===== src/rtl/unlock_seq_decoder.sv =====
module unlock_seq_decoder #(
  parameter int ADDR_W = 20,
  parameter int DATA_W = 16
) (
  input  logic              clk,
  input  logic              rst_n,
  input  logic              wr_valid,
  input  logic [ADDR_W-1:0] wr_addr,
  input  logic [DATA_W-1:0] wr_data,
  input  logic              busy,
  output logic              req_program,
  output logic              req_chip_erase,
  output logic              req_sector_erase,
  output logic              req_sector_lock,
  output logic              req_suspend,
  output logic              req_resume,
  output logic              req_id_entry,
  output logic              req_id_exit,
  output logic [ADDR_W-1:0] req_addr,
  output logic [DATA_W-1:0] req_data,
  output logic              bypass_active
);

  localparam int NREQ = 8;
  localparam int PGM = 0, CHP = 1, SEC = 2, LCK = 3, SUS = 4, RES = 5, IDN = 6, IDX = 7;

  typedef enum logic [2:0] {IDLE, KEY1, KEY2, PROG, EXT1, EXT2, EXT3} st_t;

  st_t st, st_nx;
  logic [NREQ-1:0] req, req_nx;
  logic suspended, susp_nx, byp_nx;

  wire       take  = wr_valid & ~busy;
  wire [7:0] code  = wr_data[7:0];
  wire       at_k1 = wr_addr[15:0] == 16'h5555;
  wire       at_k2 = wr_addr[15:0] == 16'h2AAA;

  always_comb begin
    st_nx   = st;
    req_nx  = '0;
    susp_nx = suspended;
    byp_nx  = bypass_active;
    if (take) begin
      if (bypass_active) begin
        req_nx[PGM] = 1'b1;
      end else begin
        st_nx = IDLE;
        case (st)
          IDLE:
            if (code == 8'hAA && at_k1) st_nx = KEY1;
            else if (code == 8'hB0) begin req_nx[SUS] = 1'b1; susp_nx = 1'b1; end
            else if (code == 8'h30 && suspended) begin req_nx[RES] = 1'b1; susp_nx = 1'b0; end
            else if (code == 8'hF0) req_nx[IDX] = 1'b1;
          KEY1: if (code == 8'h55 && at_k2) st_nx = KEY2;
          KEY2:
            if (at_k1) begin
              case (code)
                8'hA0: st_nx = PROG;
                8'h80: st_nx = EXT1;
                8'h90: req_nx[IDN] = 1'b1;
                8'hF0: req_nx[IDX] = 1'b1;
                default: ;
              endcase
            end
          PROG: req_nx[PGM] = 1'b1;
          EXT1: if (code == 8'hAA && at_k1) st_nx = EXT2;
          EXT2: if (code == 8'h55 && at_k2) st_nx = EXT3;
          EXT3:
            if (code == 8'h10 && at_k1) req_nx[CHP] = 1'b1;
            else if (code == 8'h30) req_nx[SEC] = 1'b1;
            else if (code == 8'h40) req_nx[LCK] = 1'b1;
            else if (code == 8'hA0 && at_k1) byp_nx = 1'b1;
          default: ;
        endcase
      end
    end
  end

  always_ff @(posedge clk or negedge rst_n) begin
    if (!rst_n) begin
      st            <= IDLE;
      req           <= '0;
      suspended     <= 1'b0;
      bypass_active <= 1'b0;
      req_addr      <= '0;
      req_data      <= '0;
    end else begin
      st            <= st_nx;
      req           <= req_nx;
      suspended     <= susp_nx;
      bypass_active <= byp_nx;
      if (take) begin
        req_addr <= wr_addr;
        req_data <= wr_data;
      end
    end
  end

  assign req_program      = req[PGM];
  assign req_chip_erase   = req[CHP];
  assign req_sector_erase = req[SEC];
  assign req_sector_lock  = req[LCK];
  assign req_suspend      = req[SUS];
  assign req_resume       = req[RES];
  assign req_id_entry     = req[IDN];
  assign req_id_exit      = req[IDX];

  assert_one_request_R12: assert property (@(posedge clk) disable iff (!rst_n)
    $onehot0({req_program, req_chip_erase, req_sector_erase, req_sector_lock,
              req_suspend, req_resume, req_id_entry, req_id_exit}));

  assert_request_follows_write_R12: assert property (@(posedge clk) disable iff (!rst_n)
    (req_program || req_chip_erase || req_sector_erase || req_sector_lock ||
     req_suspend || req_resume || req_id_entry || req_id_exit) |-> $past(wr_valid && !busy));

  assert_busy_blocks_R11: assert property (@(posedge clk) disable iff (!rst_n)
    (wr_valid && busy) |=> !(req_program || req_chip_erase || req_sector_erase ||
      req_sector_lock || req_suspend || req_resume || req_id_entry || req_id_exit));

  assert_bypass_sticky_R10: assert property (@(posedge clk) disable iff (!rst_n)
    bypass_active |=> bypass_active);

  assert_bypass_programs_R10: assert property (@(posedge clk) disable iff (!rst_n)
    (bypass_active && wr_valid && !busy) |=> req_program);

  assert_resume_needs_suspend_R6: assert property (@(posedge clk) disable iff (!rst_n)
    req_resume |-> $past(suspended));

endmodule


===== config.mk =====
export PLATFORM = sky130hd
export DESIGN_NAME = unlock_seq_decoder
export DESIGN_NICKNAME = d
export VERILOG_FILES = /design/src/rtl/unlock_seq_decoder.sv
export SDC_FILE = /design/constraint.sdc
export NUM_CORES = 1
export LEC_CHECK = 0
export BUFFER_PORTS_ARGS = -buffer_cell sky130_fd_sc_hd__buf_2
export CAP_MARGIN = 5
export CORE_AREA = 2 2 92 94
export CTS_CLUSTER_DIAMETER = 40
export DETAILED_ROUTE_END_ITERATION = 6
export DIE_AREA = 0 0 94 96
export GPL_TIMING_DRIVEN = 0
export PLACE_DENSITY = 0.53
export SLEW_MARGIN = 20
export SYNTH_ARGS = -nofsm -noshare
export SYNTH_HDL_FRONTEND = slang
export SYNTH_SLANG_ARGS = --single-unit

===== constraint.sdc =====
create_clock -name clk -period 5.1 [get_ports clk]
set_clock_uncertainty 0.15 [all_clocks]
set_input_delay 0.255 -clock clk [delete_from_list [all_inputs] [get_ports clk]]
set_output_delay 0.255 -clock clk [all_outputs]
set_load 0.02 [all_outputs]

==> results of run 1 <==
report_power, final:
| part | internal [W] | switching [W] |
|---|---|---|
| clock | 0.000195 | 0.000127 |
| combinational | 0.0000810 | 0.000112 |
| sequential | 0.000431 | 0.0000200 |
| total | 0.000707 | 0.000259 |
per-layer routing:
layer | global-route usage | share of wire | vias to the layer above
li1 | - | - | 740
met1 | 0.1448 | 0.46 | 778
met2 | 0.1756 | 0.48 | 53
met3 | 0.02428 | 0.050 | 7
met4 | 0.03744 | 0.011 | 0
met5 | 0 | 0 | -
stage by stage:
| step | instance area (um2) | util | cells |
|---|---|---|---|
| 5_1_grt | 2748 | 0.3413 | 349 |
| 3_5_place_dp | 2604 | 0.3234 | 340 |
| 2_1_floorplan | 2049 | - | 151 |
| 4_1_cts | 2748 | 0.3413 | 349 |
| 6_report | 2748 | 0.3413 | 349 |
| 3_3_place_gp | 2601 | 0.3231 | 340 |
cells in the final DEF (no fill, tap or decap), types with 4 or more instances in the layout:
cell type	count
nand4_1	7
nor2_1	9
clkbuf_8	5
nor4bb_1	5
buf_2	85
o21ai_0	4
mux2_2	36
dfrtp_1	49
cells by family (layout without fill, tap and decap cells):
| kind of cell | after synthesis | in the layout | synth area share |
|---|---|---|---|
| buf+inv | 8 | 101 | 0.01587 |
| compound gates | 12 | 12 | 0.03663 |
| flops | 49 | 49 | 0.5983 |
| simple gates | 46 | 46 | 0.1514 |
| mux | 36 | 36 | 0.1978 |
worst max-delay path: stages (launching register included):
cell and delay (ps):
dfrtp_1 450, inv_1 150, or3_1 430, or4_1 440, nor4_1 180
final timing paths:
check / to / slack (ps) / from
setup / recovery: req[1] / 3220 / st[1]
hold / removal: req_data[15] / 30 / wr_data[15]
setup reg to reg: req[1] / 3220 / st[1]
hold reg to reg: req_data[2] / 360 / req_data[2]
max in group asynchronous: req_addr[5] / 4030 / rst_n
min in group asynchronous: req_data[15] / 360 / rst_n
state kept, by name, summed over array words and instances (netlist names):
signal / cells
req_addr: 20
req_data: 16
st: 3
bypass_active: 1
suspended: 1
req: 8
layout make-up:
cell class              count  area [um2]  area share
flip-flops and latches     49        1226      0.4463
multi-input cells          94       790.8      0.2878
repair buffers             85       432.9      0.1576
well taps                 105       131.4     0.04781
clock buffers               5       68.82     0.02505
clock inverters             3       65.06     0.02368
plain buffers               5       21.27    0.007741
inverters                   3       11.26    0.004098
what timing repair did:
item                                   in CTS  in global routing
setup buffers                               0                  0
endpoints found under the hold margin      49                  0
gates resized for setup                     0                  0
hold buffers                                1                  0
==> flow_summary.toml, run 1 <==
[setup_path]
crit_required_ps = 5150
cp_max_fo = 6
path_class = "reg -> reg"
critPathArrivalTime_ps = 1930
worst_setup_path_start_kind = "flop"
endpoint_kind = "flop"
reg2regPathDepth = 4

[grt]
overflow = 0
grt_pass1_wl_um = 7679
grt_max_degree = 50
antenna_found_initial = 0
track_usage = 0.1088
grt_pass1_vias = 1592

[synth]
netlist_area_um2 = 2049
synth_edf_count = 0
synth_top_area_share = 0.5983
ys_warn_count = 0
async_reset_ff_frac = 1.000
synth.most_common_cell = "dfrtp_1"
yosys-top-cells-count = "dfrtp_1 (49), mux2_2 (36), nor2_1 (9)"
ys.flop_type = "dfrtp_1"
yosysTopAreaCell = "dfrtp_1"
ys_seq_area_frac = 0.5983
synth_area_leaders = "dfrtp_1 (60%), mux2_2 (20%), nor4bb_1 (2.4%)"
synth_seq_cells = 49
synthesis.nets = 191
ys_types = 33
syn_area_per_cell_um2 = 13.57
synth_cells = 151

[flow_run]
drv_cap = 0

[final_layout]
fillers = 861
area_growth_syn_to_layout_pct = 34.07
drive_gt1_frac = 0.5533
layout.nets = 283
num_antenna_cells = 0

[detailed_routing]
first_iter_violations = 46
drt_wl_total_um = 4756
firstDrtPassIters = 4
antenna_left = 0
via_per_inst = 4.521
post-route-drc-count = 0
vias = 1578
detail_route.wl_per_cell_um = 13.63

[die]
coreArea_um2 = 8051
num_rows = 33
die-height_um = 96
initial_core_util = 0.2545
die_width_um = 94
boundaryPins = 85
die_area_um2 = 9024

[power_and_ir_drop]
peakVddDrop_v = 0.0001284
leakage_nw = 1.303
pwr_density_cell_nw_per_um2 = 351.5
totalPowerFinal_w = 0.0009658

[timing]
tightest_slew_ps = 605.0
max-slew-margin-rel = 0.5967
max_freq_ghz = 0.5319
maxSlewViolCount = 0
setup_tns_ps = 0
fin_crit_sh = 0.3686
layout_setup_ws_ps = 3220
whs_ps = 31.73
rsz0062_at_grt = "false"
final_hold_viol_count = 0
min_period_ps = 1880
setup_viol = 0

[worst_hold_path]
hold_class = "in -> reg"
holdPathStages = 2

[clock_network]
h-tree-depth = 2
cts_tree = "done"
numClockSinks = 49
clk_pin_slew_ps = 90
clk_latency_ps = 300
cts-root-buf = "clkbuf_8"
numCtsBuffers = 5
cts_buffer_depth = 2

[run_status]
status = "finished clean"

[placement]
gp_congestion = 0.9056
numPortBuffers = 84
hpwlAfterDp_um = 3670
dpl_worst_slack_ps = 3128
No activity file was read; power rests on OpenSTA's default activity.
==> run 2: changes to the inputs <==
==> constraint.sdc (replaced) <==
create_clock -name clk -period 1.78 [get_ports clk]
set_clock_uncertainty 0.15 [all_clocks]
set_input_delay 0.089 -clock clk [delete_from_list [all_inputs] [get_ports clk]]
set_output_delay 0.089 -clock clk [all_outputs]
set_load 0.02 [all_outputs]
==> flow_summary.toml, run 2 (synthesized netlist as in run 1, its figures left out) <==
[detailed_routing]
detail_route.wl_per_cell_um = 13.87
drt_wl_total_um = 5450
firstDrtPassIters = 4
antenna_left = 0
first_iter_violations = 30
vias = 1744
post-route-drc-count = 0
via_per_inst = 4.438

[placement]
hpwlAfterDp_um = 3760
gp_congestion = 0.9206
place_inst = 340
numPortBuffers = 84
dpl_worst_slack_ps = -84.63

[grt]
grt_pass1_wl_um = 8597
overflow = 0
grt_pass1_vias = 1804
track_usage = 0.1237
grt_max_degree = 50
antenna_found_initial = 0

[final_layout]
final_common_cell = "buf_2"
final_cells = 393
top_register = "req_addr"
area_growth_syn_to_layout_pct = 55.80
drive_gt1_frac = 0.5347
num_antenna_cells = 0
largest_reg_flops = 20
fillers = 838
reg_top3 = "req_addr: 20 flops, req_data: 16 flops, req: 8 flops"
final_cell_mix = "buf_2 (83), dfrtp_1 (48), dlygate4sd3_1 (37), mux2_2 (36), buf_4 (10)"
layout.nets = 327

[die]
die_width_um = 94
die_area_um2 = 9024
coreArea_um2 = 8051
die-height_um = 96
num_rows = 33
initial_core_util = 0.2545
boundaryPins = 85

[timing]
final_hold_viol_count = 0
tightest_slew_ps = 635.7
min_period_ps = 1729
max_freq_ghz = 0.5785
max-slew-margin-rel = 0.5762
layout_setup_ws_ps = 51.45
whs_ps = 39.74
setup_viol = 0
maxSlewViolCount = 0
fin_crit_sh = 0.9711

[setup_path]
critPathArrivalTime_ps = 1800
crit_required_ps = 1850
worst_setup_path_start_kind = "input port"
crit_path_end = "st[2]"
endpoint_kind = "flop"
reg2regPathDepth = 3
reg2reg_from = "bypass_active"
cp_max_fo = 3
r2r_end = "req[5]"
r2r_setup_slack_ps = 70
path_class = "in -> reg"
cp-startpoint = "wr_addr[10]"

[power_and_ir_drop]
peakVddDrop_v = 0.0004175
totalPowerFinal_w = 0.002561
leakage_nw = 1.483
pwr_density_cell_nw_per_um2 = 802.1

[clock_network]
clk_latency_ps = 300
clk_pin_slew_ps = 90
cts_buffer_depth = 2
cts-root-buf = "clkbuf_8"
h-tree-depth = 2
cts_tree = "done"
numClockSinks = 49
numCtsBuffers = 5

[flow_run]
drv_cap = 0

[worst_hold_path]
hold_class = "in -> reg"

[run_status]
status = "finished clean"
## run 2: layout make-up
cell class / instances / area [um2] / area share
clock buffers: 6 / 72.57 / 0.02273
multi-input cells: 94 / 860.8 / 0.2696
well taps: 105 / 131.4 / 0.04114
flip-flops and latches: 49 / 1227 / 0.3844
plain buffers: 4 / 16.27 / 0.005094
clock inverters: 2 / 10.01 / 0.003135
inverters: 3 / 11.26 / 0.003527
repair buffers: 130 / 863.3 / 0.2704
## run 2: report_power, final
group          leakage, nW  internal, W  switching (W)  total [W]
sequential           0.600      0.00124      0.0000558    0.00129
combinational        0.838     0.000292       0.000339   0.000631
clock               0.0450     0.000273       0.000365   0.000639
## run 2: stage by stage
| stage | utilization | setup TNS (ps) | instance area, um2 |
|---|---|---|---|
| after global placement | 0.3240 | -242.1 | 2609 |
| after CTS | 0.3855 | 0 | 3104 |
| after global routing | 0.3966 | -105.2 | 3193 |
| final | 0.3966 | 0 | 3193 |
| after detailed placement | 0.3243 | -207.8 | 2611 |
| after floorplan | - | 0 | 2057 |
## run 2: timing repair
| action | 4_1_cts | 5_1_grt |
|---|---|---|
| endpoints found under the hold margin | 90 | 0 |
| hold buffers | 37 | 0 |
| setup endpoints to repair | 4 | 7 |
| gates resized for setup | 1 | 16 |
| buffers inserted | 5 | 4 |
| pin swaps | 0 | 4 |
## run 2: worst min-delay path by stage
stage                      from       endpoint  slack, ps  cells past startpoint
finish               wr_data[2]         req[1]         40                      4
global route         wr_data[2]         req[1]         60                      4
CTS                  wr_data[2]         req[1]         10                      4
detailed placement        rst_n   req_data[15]          9                      1
global placement    wr_data[12]   req_data[12]        170                      2
floorplan                 rst_n  bypass_active       -360                      0
## run 2: routing by layer
metal  up-vias  GRT usage  wire (um)
met1       857     0.1435       2277
met3         9    0.03759        283
li1        828          -          -
met4         0    0.03744         77
met5         -          0          0
met2        50     0.2202       2812
## run 2: worst max-delay path, stage by stage
cell and delay (ps):
dlygate4sd3_1 520, buf_2 140, nor4bb_2 350, nand4_1 220
o31ai_2 270, o21ai_0 130, o21ai_0 80
